[src/rtl/gpt_pkg.sv]
// Package: shared types and encodings for the gated prescaled period timer.
// Assumes: control word occupies the low bits of the write data bus.
package gpt_pkg;

    // Control word, run at bit 0 up to interrupt enable at bit 7.
    typedef struct packed {
        logic       irq_en;
        logic       idle_stop;
        logic [1:0] psel;
        logic       sync_ext;
        logic       gate_en;
        logic       ext_src;
        logic       run;
    } gpt_ctrl_t;

    localparam int CTRL_W = $bits(gpt_ctrl_t);

    // Write-port targets.
    typedef enum logic [1:0] {
        SEL_CTRL   = 2'd0,
        SEL_COUNT  = 2'd1,
        SEL_PERIOD = 2'd2,
        SEL_FLAG   = 2'd3
    } gpt_sel_e;

    // Log2 of the division ratio for each prescale code (1, 8, 64, 256).
    function automatic int psel_shift(input logic [1:0] code);
        case (code)
            2'd0:    return 0;
            2'd1:    return 3;
            2'd2:    return 6;
            default: return 8;
        endcase
    endfunction

endpackage

[src/rtl/gpt_input_cond.sv]
// Module: conditions the external input.
// Provides a synchronized level (gate), a synchronized rising-edge pulse,
// and a one-flop captured rising-edge pulse for the asynchronous path.
// Assumes: SYNC_STAGES >= 2.
module gpt_input_cond #(
    parameter int SYNC_STAGES = 2
) (
    input  logic clk,
    input  logic rst_n,
    input  logic ext_i,
    output logic gate_lvl_o,
    output logic sync_rise_o,
    output logic async_rise_o
);

    logic [SYNC_STAGES:0] sync_q;
    logic                 cap_q;
    logic                 cap_prev_q;

    // Synchronizer chain plus one history stage for edge detection.
    always_ff @(posedge clk) begin
        if (!rst_n) sync_q <= '0;
        else        sync_q <= {sync_q[SYNC_STAGES-1:0], ext_i};
    end

    // Short capture path used when synchronization is switched off.
    always_ff @(posedge clk) begin
        if (!rst_n) begin
            cap_q      <= 1'b0;
            cap_prev_q <= 1'b0;
        end else begin
            cap_q      <= ext_i;
            cap_prev_q <= cap_q;
        end
    end

    // Level and edge outputs.
    always_comb begin
        gate_lvl_o   = sync_q[SYNC_STAGES-1];
        sync_rise_o  = sync_q[SYNC_STAGES-1] & ~sync_q[SYNC_STAGES];
        async_rise_o = cap_q & ~cap_prev_q;
    end

endmodule

[src/rtl/gpt_prescaler.sv]
// Module: event divider with ratios 1, 8, 64 or 256.
// Emits one output pulse per N input events; clr_i zeroes the divider.
// Assumes: PRE_W >= 8 so the largest ratio fits.
module gpt_prescaler #(
    parameter int PRE_W = 8
) (
    input  logic       clk,
    input  logic       rst_n,
    input  logic       evt_i,
    input  logic       clr_i,
    input  logic [1:0] psel_i,
    output logic       tick_o
);

    logic [PRE_W-1:0] pre_q;
    logic [PRE_W-1:0] term;

    // Terminal count for the selected ratio.
    always_comb begin
        term   = PRE_W'((32'd1 << gpt_pkg::psel_shift(psel_i)) - 32'd1);
        tick_o = evt_i & (pre_q == term);
    end

    // Divider count: clears first, then advances on events.
    always_ff @(posedge clk) begin
        if (!rst_n)      pre_q <= '0;
        else if (clr_i)  pre_q <= '0;
        else if (evt_i)  pre_q <= (pre_q == term) ? '0 : pre_q + PRE_W'(1);
    end

endmodule

[src/rtl/gpt_counter.sv]
// Module: counter, period register and sticky match flag.
// Counter write wins over increment; hardware flag set wins over software write.
// Assumes: inc_i is a single-cycle pulse per prescaled event.
module gpt_counter #(
    parameter int CNT_W = 16
) (
    input  logic             clk,
    input  logic             rst_n,
    input  logic             inc_i,
    input  logic             cnt_wr_i,
    input  logic             per_wr_i,
    input  logic             flag_wr_i,
    input  logic [CNT_W-1:0] wr_data_i,
    output logic [CNT_W-1:0] cnt_o,
    output logic [CNT_W-1:0] period_o,
    output logic             flag_o
);

    logic hit;

    // Increment that lands on the period value.
    always_comb hit = inc_i & ~cnt_wr_i & (cnt_o == period_o);

    // Counter: load, wrap at period, or step.
    always_ff @(posedge clk) begin
        if (!rst_n)        cnt_o <= '0;
        else if (cnt_wr_i) cnt_o <= wr_data_i;
        else if (hit)      cnt_o <= '0;
        else if (inc_i)    cnt_o <= cnt_o + CNT_W'(1);
    end

    // Period register, all ones after reset.
    always_ff @(posedge clk) begin
        if (!rst_n)        period_o <= '1;
        else if (per_wr_i) period_o <= wr_data_i;
    end

    // Sticky match flag.
    always_ff @(posedge clk) begin
        if (!rst_n)         flag_o <= 1'b0;
        else if (hit)       flag_o <= 1'b1;
        else if (flag_wr_i) flag_o <= wr_data_i[0];
    end

endmodule

[src/rtl/gated_period_timer.sv]
// Module: top of the gated prescaled period timer.
// Holds the control word, decodes writes, picks the count source, applies
// idle/sleep run conditions and feeds prescaler and counter.
// Assumes: CNT_W >= control word width; one write per cycle.
module gated_period_timer #(
    parameter int CNT_W       = 16,
    parameter int PRE_W       = 8,
    parameter int SYNC_STAGES = 2
) (
    input  logic             clk,
    input  logic             rst_n,
    input  logic             tick_i,
    input  logic             ext_i,
    input  logic             idle_i,
    input  logic             sleep_i,
    input  logic             wr_en_i,
    input  logic [1:0]       wr_sel_i,
    input  logic [CNT_W-1:0] wr_data_i,
    output logic [CNT_W-1:0] cnt_o,
    output logic             match_flag_o,
    output logic             irq_o
);
    import gpt_pkg::*;

    gpt_ctrl_t        ctrl_q;
    logic             ctrl_wr, cnt_wr, per_wr, flag_wr;
    logic             gate_lvl, sync_rise, async_rise;
    logic             run_ok, src_evt, pre_evt, pre_clr, pre_tick;
    logic [CNT_W-1:0] period;

    // Write decode.
    always_comb begin
        ctrl_wr = wr_en_i && (wr_sel_i == SEL_CTRL);
        cnt_wr  = wr_en_i && (wr_sel_i == SEL_COUNT);
        per_wr  = wr_en_i && (wr_sel_i == SEL_PERIOD);
        flag_wr = wr_en_i && (wr_sel_i == SEL_FLAG);
    end

    // Control register; counter is untouched by this write.
    always_ff @(posedge clk) begin
        if (!rst_n)       ctrl_q <= '0;
        else if (ctrl_wr) ctrl_q <= gpt_ctrl_t'(wr_data_i[CTRL_W-1:0]);
    end

    gpt_input_cond #(.SYNC_STAGES(SYNC_STAGES)) u_inp (
        .clk          (clk),
        .rst_n        (rst_n),
        .ext_i        (ext_i),
        .gate_lvl_o   (gate_lvl),
        .sync_rise_o  (sync_rise),
        .async_rise_o (async_rise)
    );

    // Run conditions, source select and prescaler clear rules.
    always_comb begin
        run_ok = ctrl_q.run
               & ~(idle_i & ctrl_q.idle_stop)
               & (~sleep_i | (ctrl_q.ext_src & ~ctrl_q.sync_ext));
        if (ctrl_q.ext_src)
            src_evt = ctrl_q.sync_ext ? sync_rise : async_rise;
        else
            src_evt = tick_i & (~ctrl_q.gate_en | gate_lvl);
        pre_evt = run_ok & src_evt;
        pre_clr = ctrl_q.run & (cnt_wr | (ctrl_wr & ~wr_data_i[0]));
    end

    gpt_prescaler #(.PRE_W(PRE_W)) u_pre (
        .clk    (clk),
        .rst_n  (rst_n),
        .evt_i  (pre_evt),
        .clr_i  (pre_clr),
        .psel_i (ctrl_q.psel),
        .tick_o (pre_tick)
    );

    gpt_counter #(.CNT_W(CNT_W)) u_cnt (
        .clk       (clk),
        .rst_n     (rst_n),
        .inc_i     (pre_tick),
        .cnt_wr_i  (cnt_wr),
        .per_wr_i  (per_wr),
        .flag_wr_i (flag_wr),
        .wr_data_i (wr_data_i),
        .cnt_o     (cnt_o),
        .period_o  (period),
        .flag_o    (match_flag_o)
    );

    // Interrupt follows the flag when enabled.
    always_comb irq_o = match_flag_o & ctrl_q.irq_en;

endmodule

[config.mk]
export PLATFORM = sky130hd
export DESIGN_NAME = gated_period_timer
export DESIGN_NICKNAME = d
export VERILOG_FILES = /design/src/rtl/gpt_pkg.sv /design/src/rtl/gpt_input_cond.sv /design/src/rtl/gpt_prescaler.sv /design/src/rtl/gpt_counter.sv /design/src/rtl/gated_period_timer.sv
export SDC_FILE = /design/constraint.sdc
export NUM_CORES = 1
export LEC_CHECK = 0
export BUFFER_PORTS_ARGS = -buffer_cell sky130_fd_sc_hd__buf_2
export CAP_MARGIN = 20
export CORE_ASPECT_RATIO = 1.4
export CORE_MARGIN = 1
export CORE_UTILIZATION = 56
export DETAILED_ROUTE_END_ITERATION = 8
export GPL_TIMING_DRIVEN = 0
export MAX_ROUTING_LAYER = met4
export PLACE_DENSITY = 0.86
export SKIP_LAST_GASP = 1
export SYNTH_ARGS = -nofsm -noshare
export SYNTH_HDL_FRONTEND = slang
export SYNTH_SLANG_ARGS = --single-unit
[constraint.sdc]
create_clock -name clk -period 2.6 [get_ports clk]
set_input_delay 0 -clock clk [delete_from_list [all_inputs] [get_ports clk]]
set_output_delay 0 -clock clk [all_outputs]
set_load 0.02 [all_outputs]
# ---- After elaboration in Yosys (flattened, before gate mapping)
# Cells that the tools add are included.
dict set report totals {
  reg_bits 54
  input_bits 25
  output_inout_bits 18
}
dict set report classes {
  shifts 1
  addsub 3
  bitwise 26
  eq_ne 7
  muxes 9
  n_reduce_logical 9
}
# op n
set ops {}
lappend ops {{$mux W16} 3}
lappend ops {{$add A16 B1 Y16 const B} 1}
lappend ops {{$eq A16 B16 Y1} 1}
lappend ops {{$and A1 B1 Y1} 14}
lappend ops {{$pmux W4 S3} 1}
lappend ops {{$not A1 Y1} 9}
lappend ops {{$add A8 B1 Y8 const B} 1}
lappend ops {{$eq A8 B8 Y1} 1}
lappend ops {{$mux W8} 1}
lappend ops {{$shl A1 B4 Y8 const A} 1}
lappend ops {{$sub A8 B1 Y8 const B} 1}
lappend ops {{$eq A2 B2 Y1 const B} 3}
lappend ops {{$eq A2 B1 Y1 const B} 2}
lappend ops {{$logic_and A1 B1 Y1} 4}
lappend ops {{$logic_not A2 Y1} 2}
lappend ops {{$mux W1} 4}
lappend ops {{$or A1 B1 Y1} 3}
lappend ops {{$reduce_bool A3 Y1} 1}
lappend ops {{$reduce_bool A2 Y1} 1}
lappend ops {{$reduce_or A2 Y1} 1}

# ---- Longest topological paths before layout
# Gate-level depths: netlist of the first run.
dict set report logic_depth {
  ltp_word 10
  mapped_depth 10
}

# ---- Hierarchy
# A second synthesis of the first run with hierarchy kept.
dict set report hier_totals {
  hier_cells 291
  hier_area_um2 2708.8
}
# mod n_inst cells_per_inst area_each_um2
set by_module_without_submodules {}
lappend by_module_without_submodules {gpt_counter 1 194 1776.7}
lappend by_module_without_submodules {gpt_prescaler 1 47 422.9}
lappend by_module_without_submodules {gated_period_timer 1 42 410.4}
lappend by_module_without_submodules {gpt_input_cond 1 8 98.8}

# ---- Worst setup path after synthesis of the first run
# No wires, ideal clock.
dict set report synth_path {
  path_kind {register to register}
  startpoint {register ctrl_q[4] (netlist bit)}
  endpoint {register u_cnt.cnt_o[13]}
  setup_ns 0.079
  arrival_ns 2.116
  path_stages_with_launch 8
  path_buffers 1
  synth_period_minus_slack_ns 2.195
  required_ns 2.521
  slack_ns 0.405
  cell_sequence {dfxtp_1 ha_1 or3_4 a2111oi_4 o2111ai_2 buf_6 or4_1 o211ai_1}
}
dict set report synth_via {
  elab_chain_len 10
}
# item line
set synth_lines {}
lappend synth_lines {{from (decl)} gated_period_timer.sv:25} ;# gpt_ctrl_t ctrl_q;
lappend synth_lines {{from (signal assigned)} gated_period_timer.sv:42} ;# else if (ctrl_wr) ctrl_q <= gpt_ctrl_t'(wr_data_i[CTRL_W-1:0]);
lappend synth_lines {{$eq A2 B2 Y1 (tied with other cells)} gpt_pkg.sv:28} ;# case (code)
lappend synth_lines {{$pmux W4 S3 (*)} gpt_pkg.sv:28}
lappend synth_lines {{$shl A1 B4 Y8 (*)} gpt_prescaler.sv:20} ;# term = PRE_W'((32'd1 << gpt_pkg::psel_shift(psel_i)) - 32'd1);
lappend synth_lines {{$sub A8 B1 Y8 (*)} gpt_prescaler.sv:20}
lappend synth_lines {{$eq A8 B8 Y1 (*)} gpt_prescaler.sv:21} ;# tick_o = evt_i & (pre_q == term);
lappend synth_lines {{$and A1 B1 Y1 (*)} gpt_prescaler.sv:21}
lappend synth_lines {{$and A1 B1 Y1 (2 in series)} gpt_counter.sv:22} ;# always_comb hit = inc_i & ~cnt_wr_i & (cnt_o == period_o);
lappend synth_lines {{$mux W16} gpt_counter.sv:28} ;# else if (hit) cnt_o <= '0;
lappend synth_lines {{$mux W16} gpt_counter.sv:27} ;# else if (cnt_wr_i) cnt_o <= wr_data_i;
lappend synth_lines {{to (signal assigned)} gpt_counter.sv:27}
lappend synth_lines {{to (signal assigned)} gpt_counter.sv:29} ;# else if (inc_i) cnt_o <= cnt_o + CNT_W'(1);
lappend synth_lines {{to (decl)} gpt_counter.sv:14} ;# output logic [CNT_W-1:0] cnt_o,
# Every way passes the cells marked *; elsewhere a longest branch is shown, timed or not.
# A chain may end at the register's enable or synchronous reset.

# ---- Worst setup path after layout of the first run
# Ends and elaborated chain as after synthesis.

==> impl_results.md, run 1 <==
* Status: finished with violations
* Violations in the final reports: negative hold slack
* Kind of critical path: register to register
* Setup Buffers After CTS at 0
* Global-route wire length before repair at 12220 microns
* Initial core utilization at 59.65%
* Net count of the mapped netlist at 369
* Worst-Skew Late Latency at 310 ps
* Final Wtd Congestion at 0.8907
* Core area at 4608 sq um
* Fin crit period at 2471 ps
* Synthesis-to-finish area growth at 20.07%
* Met3 usage in global routing at 4.878%
* Maximum resistive drop on vdd at 0.3623 mV
* Worst setup path endpoint: u_cnt.cnt_o[13]
* Post-Syn Instances at 337
* Top post-synthesis cells by area: sky130_fd_sc_hd__dfxtp_1, sky130_fd_sc_hd__nand2_1, sky130_fd_sc_hd__xor2_1, sky130_fd_sc_hd__nand3_1, sky130_fd_sc_hd__o211ai_1
* Root buffer selected by CTS: sky130_fd_sc_hd__clkbuf_8
* Chip Height at 84.90 microns
* DR WL/cell at 16.33 microns
* Crit path arrival time at 2700 ps
* Fin nets at 434
* Antenna violations before repair at 0
* Layout cells sized above 1 at 14.96%
* Worst setup skew after layout at 8.394 ps
* Total overflow reported by the global router at 0
* Worst setup slack before clock tree synthesis at 118.6 ps
* Routed via count at 2774
* Final critical-path share of the clock period at 95.03%
* Synth warnings at 0
* Initial DRC count at 231
* Final setup margin at 129.2 ps
* Most heavily used metal layer in global routing: met2
* Clock buffer count from CTS at 5
* Vias in the first global route at 2805
* Crit Reg-Reg Endpoint: u_cnt.cnt_o[13]
* Unrepaired setup endpoints after global routing: no
* Number of vias per cell after detailed routing at 5.991
* Count of maximum capacitance violations at 0
* Reg2Reg Setup Slack at 130 ps
* Reg2Reg Depth at 7
* Actual transition at the worst max-transition pin at 572.2 ps
* Mean area per synthesized cell at 8.157 sq um
* Worst min path class: input port to register
* Post-synth top area share at 37.87%
* Count of buffers from port buffering at 42
* EDFF count, synth at 0
* Library cell with the largest summed area after synthesis: sky130_fd_sc_hd__dfxtp_1
* Required @ worst endpoint at 2830 ps
* Floorplan die area at 5197 sq um
* Layout filler cell count at 377
* Global routing met1 resource utilization at 33.88%
* First drt pass iteration count at 5
* Largest net degree at the start of global routing at 15
* Leakage power summed over all cells at 1.309 nW
* Clock tree from TritonCTS: yes
* Max Slew Vio Count at 0
* Launching point of the worst reg2reg path: ctrl_q[4]
* Final number of setup-violating endpoints at 0
* Min Hold Slack at -0.4178 ps
* Setup TNS at 0 ps
* PD cells at 481.7 nW/um^2
* Number of H-tree branching levels at 2
* Critical path endpoint category: register
* Total half-perimeter wirelength after legalization and detailed placement at 5366 microns
* CTS Buffer Depth at 2
* Distinct cell type count after synthesis at 46
* Worst Setup SP: ctrl_q[4]
* CTS sink cnt at 52
* Remaining antenna violation count after routing at 0
* Met2 Usage GRT at 56.03%
* Predominant post-synthesis flop cell: sky130_fd_sc_hd__dfxtp_1
* Residual DRC at 0
* Final WL at 7559 microns
* Min-Delay Path Depth at 3
* Clock transition at the registers of the reported paths at 90 ps
* Sequential fraction of the synthesis area at 37.87%
* Startpoint class of the critical path: register
* GRT Total Usage at 32.19%
* Antenna cells at 0
* Number of hold violations in the final report at 1
* Post-synthesis cell area at 2749 sq um
* Number of storage elements in the synthesis netlist at 52
* Worst relative slew slack at 61.85%
* Maximum fanout along the worst path at 10
* Fraction of registers with async set/reset at 0%
* Chip Width at 61.22 microns
* Top Ports at 43
* Count of standard-cell rows at 29
* FMAX at 404.7 MHz
[state kept, by name, indices dropped and copies added (netlist names)]
signal,count
u_cnt.cnt_o,16
u_cnt.period_o,16
ctrl_q,8
u_pre.pre_q,8
u_inp.sync_q,3
u_cnt.flag_o,1
[per-layer routing]
layer / vias up / share of wire (%)
met4: 0 / 3.9
met3: 27 / 5.5
li1: 1307 / -
met2: 126 / 51
met1: 1314 / 39
met5: - / 0
[how the worst min path moves through the flow]
stage                        startpoint           endpoint  slack (ps)
after floorplan           wr_data_i[11]    u_cnt.cnt_o[11]         120
after global placement            ext_i    u_inp.sync_q[0]         210
after detailed placement          ext_i    u_inp.sync_q[0]         210
after CTS                  wr_data_i[7]  u_cnt.period_o[7]         0.3
after global routing              rst_n     u_cnt.cnt_o[0]          20
final                      wr_data_i[7]  u_cnt.period_o[7]        -0.4
[cell type report]
class | instances | area [sq um] | share of cell area [%]
tap | 62 | 77.57 | 2.350
sequential | 52 | 1041 | 31.54
clock buffer | 5 | 68.82 | 2.085
timing repair buffer | 58 | 370.4 | 11.22
inverter | 8 | 30.03 | 0.9098
buffer | 14 | 105.1 | 3.184
clock inverter | 1 | 30.03 | 0.9098
multi-input combinational | 263 | 1578 | 47.80
[Yosys cell counts, types with 2 or more instances]
cell type	n
sky130_fd_sc_hd__a21oi_1	15
sky130_fd_sc_hd__a31oi_1	2
sky130_fd_sc_hd__and2_1	5
sky130_fd_sc_hd__and3_1	4
sky130_fd_sc_hd__buf_6	2
sky130_fd_sc_hd__clkbuf_1	7
sky130_fd_sc_hd__dfxtp_1	52
sky130_fd_sc_hd__ha_1	7
sky130_fd_sc_hd__inv_1	7
sky130_fd_sc_hd__mux2i_1	7
sky130_fd_sc_hd__nand2_1	75
sky130_fd_sc_hd__nand3_1	31
sky130_fd_sc_hd__nand4_1	4
sky130_fd_sc_hd__nor2_1	24
sky130_fd_sc_hd__nor3_1	2
sky130_fd_sc_hd__nor3b_1	2
sky130_fd_sc_hd__nor4_1	4
sky130_fd_sc_hd__o211ai_1	17
sky130_fd_sc_hd__o21a_1	2
sky130_fd_sc_hd__o21ai_0	3
sky130_fd_sc_hd__or2_2	4
sky130_fd_sc_hd__or4_1	12
sky130_fd_sc_hd__or4b_1	2
sky130_fd_sc_hd__xnor2_1	5
sky130_fd_sc_hd__xor2_1	21
[report_power, final]
group          total, mW  switching [mW]  internal, mW
clock network      0.538           0.261         0.277
registers          0.857          0.0324         0.825
logic              0.194           0.109        0.0854
[metrics by stage]
stage                     utilization [%]  hold WS (ps)  instance area [sq um]  total power [mW]  cells
after floorplan                         -         122.2                   2749            0.9746    337
after global placement              65.90         205.4                   3037             1.041    441
after detailed placement            65.90         211.5                   3037             1.047    441
after CTS                           71.52        0.3064                   3296             1.582    463
after global routing                71.63         21.92                   3301             1.644    463
final                               71.63       -0.4178                   3301             1.590    463
[cell families (layout without fill, tap and decap cells)]
family / count (synthesis) / in the layout / synth area share, %
simple gates: 176 / 176 / 30.77
flops: 52 / 52 / 37.87
compound gates: 47 / 47 / 12.47
xor+xnor: 26 / 26 / 8.284
buf+inv: 22 / 86 / 4.870
fa+ha+maj: 7 / 7 / 3.186
mux: 7 / 7 / 2.549
[worst max-delay path, cell delays in order, from the launching register on]
cell	delay (ps)
sky130_fd_sc_hd__dfxtp_1	340
sky130_fd_sc_hd__ha_1	220
sky130_fd_sc_hd__or3_4	340
sky130_fd_sc_hd__a2111oi_4	410
sky130_fd_sc_hd__o2111ai_2	270
sky130_fd_sc_hd__buf_6	210
sky130_fd_sc_hd__or4_1	480
sky130_fd_sc_hd__o211ai_1	110
[timing repair]
item | 4_1_cts | 5_1_grt
setup endpoints to repair | 0 | 17
endpoints found under the hold margin | 33 | 0
hold buffers | 16 | 0
gates resized for setup | 0 | 3
[cell usage in the layout (no fill, tap or decap), types with 7 or more instances in the layout]
master,netlist,routed
sky130_fd_sc_hd__dlygate4sd3_1,1,17
sky130_fd_sc_hd__inv_1,7,7
sky130_fd_sc_hd__a21oi_1,15,14
sky130_fd_sc_hd__nand2_1,75,75
sky130_fd_sc_hd__or4_1,12,12
sky130_fd_sc_hd__nand3_1,31,31
sky130_fd_sc_hd__dfxtp_1,52,52
sky130_fd_sc_hd__ha_1,7,7
sky130_fd_sc_hd__nor2_1,24,24
sky130_fd_sc_hd__o211ai_1,17,17
sky130_fd_sc_hd__xor2_1,21,21
sky130_fd_sc_hd__buf_2,0,42
sky130_fd_sc_hd__mux2i_1,7,7
(Power assumes the default switching activity.)
==> run 2, diff against run 1 <==
BUFFER_PORTS_ARGS = not set   (was -buffer_cell sky130_fd_sc_hd__buf_2)
CORE_UTILIZATION = 57   (was 56)
DONT_BUFFER_PORTS = 1   (was not set)
PLACE_DENSITY = 0.78   (was 0.86)
clock period = 2.1 ns   (was 2.6 ns; I/O delays follow)
==> run 2 against run 1 <==
Against the previous run: the run ends with negative setup slack left; cell count fell by 5.0%; design area rose by 5.4%; wire length rose by 11%.
==> impl_results.md, run 2 (synthesis gave the netlist of run 1 again) <==
* Status: finished with violations (unchanged)
* Violations in the final reports: negative setup slack (was negative hold slack)
* DR WL/cell at 18.99 microns (was 16.33 microns)
* Top Ports at 43 (unchanged)
* List of cells traversed by the critical path: ha_4, or3_4, a2111oi_4, o2111ai_4, buf_2, or2_2, a31oi_1 (was ha_1, or3_4, a2111oi_4, o2111ai_2, buf_6, or4_1, o211ai_1)
* Core area at 4572 sq um (was 4608 sq um)
* Worst relative slew slack at 54.66% (was 61.85%)
* Dpl cell area at 2846 sq um (was 3037 sq um)
* PD cells at 644.3 nW/um^2 (was 481.7 nW/um^2)
* Unrepaired setup endpoints after global routing: yes (was no)
* Clock buffer count from CTS at 5 (unchanged)
* Antenna violations before repair at 0 (unchanged)
* Max Slew Vio Count at 0 (unchanged)
* Clock tree from TritonCTS: yes (unchanged)
* Total internal power at 1.717 mW (was 1.187 mW)
* Most frequent cells in the layout: sky130_fd_sc_hd__nand2_1, sky130_fd_sc_hd__dfxtp_1, sky130_fd_sc_hd__nand3_1 (was sky130_fd_sc_hd__nand2_1, sky130_fd_sc_hd__dfxtp_1, sky130_fd_sc_hd__buf_2)
* Layout filler cell count at 350 (was 377)
* Sw frac at 23.37% (was 25.33%)
* Startpoint class of the critical path: register (unchanged)
* Total overflow reported by the global router at 0 (unchanged)
* Initial DRC count at 218 (was 231)
* Reg2Reg Setup Slack at -230 ps (was 130 ps)
* Reg2Reg Depth at 7 (unchanged)
* GRT Total Usage at 34.62% (was 32.19%)
* Actual transition at the worst max-transition pin at 680.1 ps (was 572.2 ps)
* Maximum resistive drop on vdd at 0.5293 mV (was 0.3623 mV)
* Part of the total power dissipated in sequential elements at 48.1% (was 53.9%)
* Layout cells sized above 1 at 16.14% (was 14.96%)
* Count of buffers from port buffering at 0 (was 42)
* Number of vias per cell after detailed routing at 6.091 (was 5.991)
* Antenna cells at 0 (unchanged)
* Chip Height at 84.17 microns (was 84.90 microns)
* Worst min path class: input port to register (unchanged)
* Critical hold path startpoint: wr_sel_i[0] (was wr_data_i[7])
* Count of standard-cell rows at 29 (unchanged)
* Maximum fanout along the worst path at 5 (was 10)
* Root buffer selected by CTS: sky130_fd_sc_hd__clkbuf_8 (unchanged)
* Post-Layout Cell Count at 440 (was 463)
* Global-route wire length before repair at 12790 microns (was 12220 microns)
* Placed instance count at 399 (was 441)
* Switching power summed over all nets at 0.5239 mW (was 0.4028 mW)
* Worst-Skew Late Latency at 310 ps (about the same)
* Clock transition at the registers of the reported paths at 100 ps (was 90 ps)
* Count of maximum capacitance violations at 0 (unchanged)
* Remaining antenna violation count after routing at 0 (unchanged)
* Vias in the first global route at 2689 (was 2805)
* Critical path endpoint category: register (unchanged)
* Routed via count at 2680 (was 2774)
* CTS sink cnt at 52 (unchanged)
* Min-Delay Path Depth at 3 (unchanged)
* Capture endpoint of the worst hold path: u_cnt.period_o[3] (was u_cnt.period_o[7])
* Final WL at 8355 microns (was 7559 microns)
* Clock Power Share at 42.0% (was 33.8%)
* Delay of the slowest cell on the worst path at 390 ps (was 480 ps)
* Slowest stage cell, crit path: sky130_fd_sc_hd__a2111oi_4 (was sky130_fd_sc_hd__or4_1)
* Number of hold violations in the final report at 0 (was 1)
* Floorplan die area at 5108 sq um (was 5197 sq um)
* Worst setup skew after layout at 9.354 ps (was 8.394 ps)
* Crit path arrival time at 2550 ps (was 2700 ps)
* Chip Width at 60.69 microns (was 61.22 microns)
* Fin nets at 409 (was 434)
* First drt pass iteration count at 4 (was 5)
* Number of H-tree branching levels at 2 (unchanged)
* Synthesis-to-finish area growth at 26.54% (was 20.07%)
* Total half-perimeter wirelength after legalization and detailed placement at 5047 microns (was 5366 microns)
* Required @ worst endpoint at 2320 ps (was 2830 ps)
* Fin crit period at 2330 ps (was 2471 ps)
* Residual DRC at 0 (unchanged)
* FMAX at 429.2 MHz (was 404.7 MHz)
* Leading cell type in the layout, fill and taps excluded: sky130_fd_sc_hd__nand2_1 (unchanged)
* Crit Reg-Reg Endpoint: u_cnt.cnt_o[0] (was u_cnt.cnt_o[13])
* Final number of setup-violating endpoints at 22 (was 0)
* Initial core utilization at 60.13% (was 59.65%)
* Leakage power summed over all cells at 1.266 nW (was 1.309 nW)
* Final Wtd Congestion at 0.9426 (was 0.8907)
* Kind of critical path: register to register (unchanged)
* Final critical-path share of the clock period at 111.0% (was 95.03%)
* Final setup margin at -230.0 ps (was 129.2 ps)
* CTS Buffer Depth at 2 (unchanged)
* Post-route cell area at 3478 sq um (was 3301 sq um)
* Min Hold Slack at 29.10 ps (was -0.4178 ps)
* PnR Total Power at 2.241 mW (was 1.590 mW)
* Launching point of the worst reg2reg path: ctrl_q[5] (was ctrl_q[4])
* Top flop regs: u_cnt.cnt_o x16, u_cnt.period_o x16 (unchanged)
* Combinational group share of total power at 9.8% (was 12.2%)
* Largest net degree at the start of global routing at 17 (was 15)
-- run 2: per-layer routing --
metal / global-route usage (%) / vias to the layer above / wire length [microns]
met5: - / - / 0
met4: 16.12 / 0 / 323
met3: 9.091 / 35 / 538
met2: 58.54 / 119 / 4414
met1: 36.16 / 1263 / 3079
li1: - / 1263 / -
-- run 2: worst max-delay path by stage --
stage / end / slack (ps) / startpoint / depth (start not counted)
floorplan: u_cnt.cnt_o[13] / -7 / ctrl_q[5] / 7
global placement: u_cnt.cnt_o[13] / -300 / u_cnt.cnt_o[4] / 6
detailed placement: u_cnt.cnt_o[5] / -320 / u_cnt.cnt_o[4] / 6
CTS: u_cnt.cnt_o[7] / -170 / ctrl_q[5] / 7
global route: u_cnt.cnt_o[0] / -330 / ctrl_q[5] / 7
finish: u_cnt.cnt_o[0] / -230 / ctrl_q[5] / 7
-- run 2: per-stage QoR --
stage / TNS [ps] / utilization, % / setup WS [ps]
after floorplan: -7.287 / - / -7.287
after global placement: -5428 / 62.26 / -298.9
after detailed placement: -5599 / 62.26 / -317.1
after CTS: -1814 / 74.17 / -166.2
after global routing: -4354 / 76.08 / -328.9
final: -2607 / 76.08 / -230.0
-- run 2: power by group through the flow --
stage / clock network (mW) / registers, mW / logic, mW
final: 0.942 / 1.08 / 0.221
after detailed placement: 0 / 1.10 / 0.157
after global routing: 0.972 / 1.08 / 0.239
after global placement: 0 / 1.10 / 0.153
after CTS: 0.936 / 1.07 / 0.208
after floorplan: 0 / 1.09 / 0.123
-- run 2: cell type report --
class / count / area, sq um / share of cell area [%]
clock buffers: 5 / 68.82 / 1.978
multi-input cells: 263 / 1703 / 48.96
inverters: 8 / 32.53 / 0.9353
well taps: 62 / 77.57 / 2.230
plain buffers: 14 / 125.1 / 3.597
flip-flops and latches: 52 / 1061 / 30.50
repair buffers: 33 / 320.3 / 9.209
clock inverters: 3 / 90.09 / 2.590
-- run 2: repair_timing --
action | CTS | global route
gates resized for setup | 19 | 24
cloned | 2 | 0
pin swaps | 19 | 18
endpoints found under the hold margin | 50 | 0
endpoints found under the setup margin | 25 | 25
hold buffers | 23 | 0
setup buffers | 8 | 0
-- run 2: worst max-delay path: cells and delay by family, from the launching register on --
| kind | cells | cell delay (ps) |
|---|---|---|
| AOI/OAI and AO/OA | 3 | 840 |
| adders and majority gates | 1 | 160 |
| DFF | 1 | 380 |
| buffers and inverters | 1 | 230 |
| and+or+nand+nor | 2 | 620 |
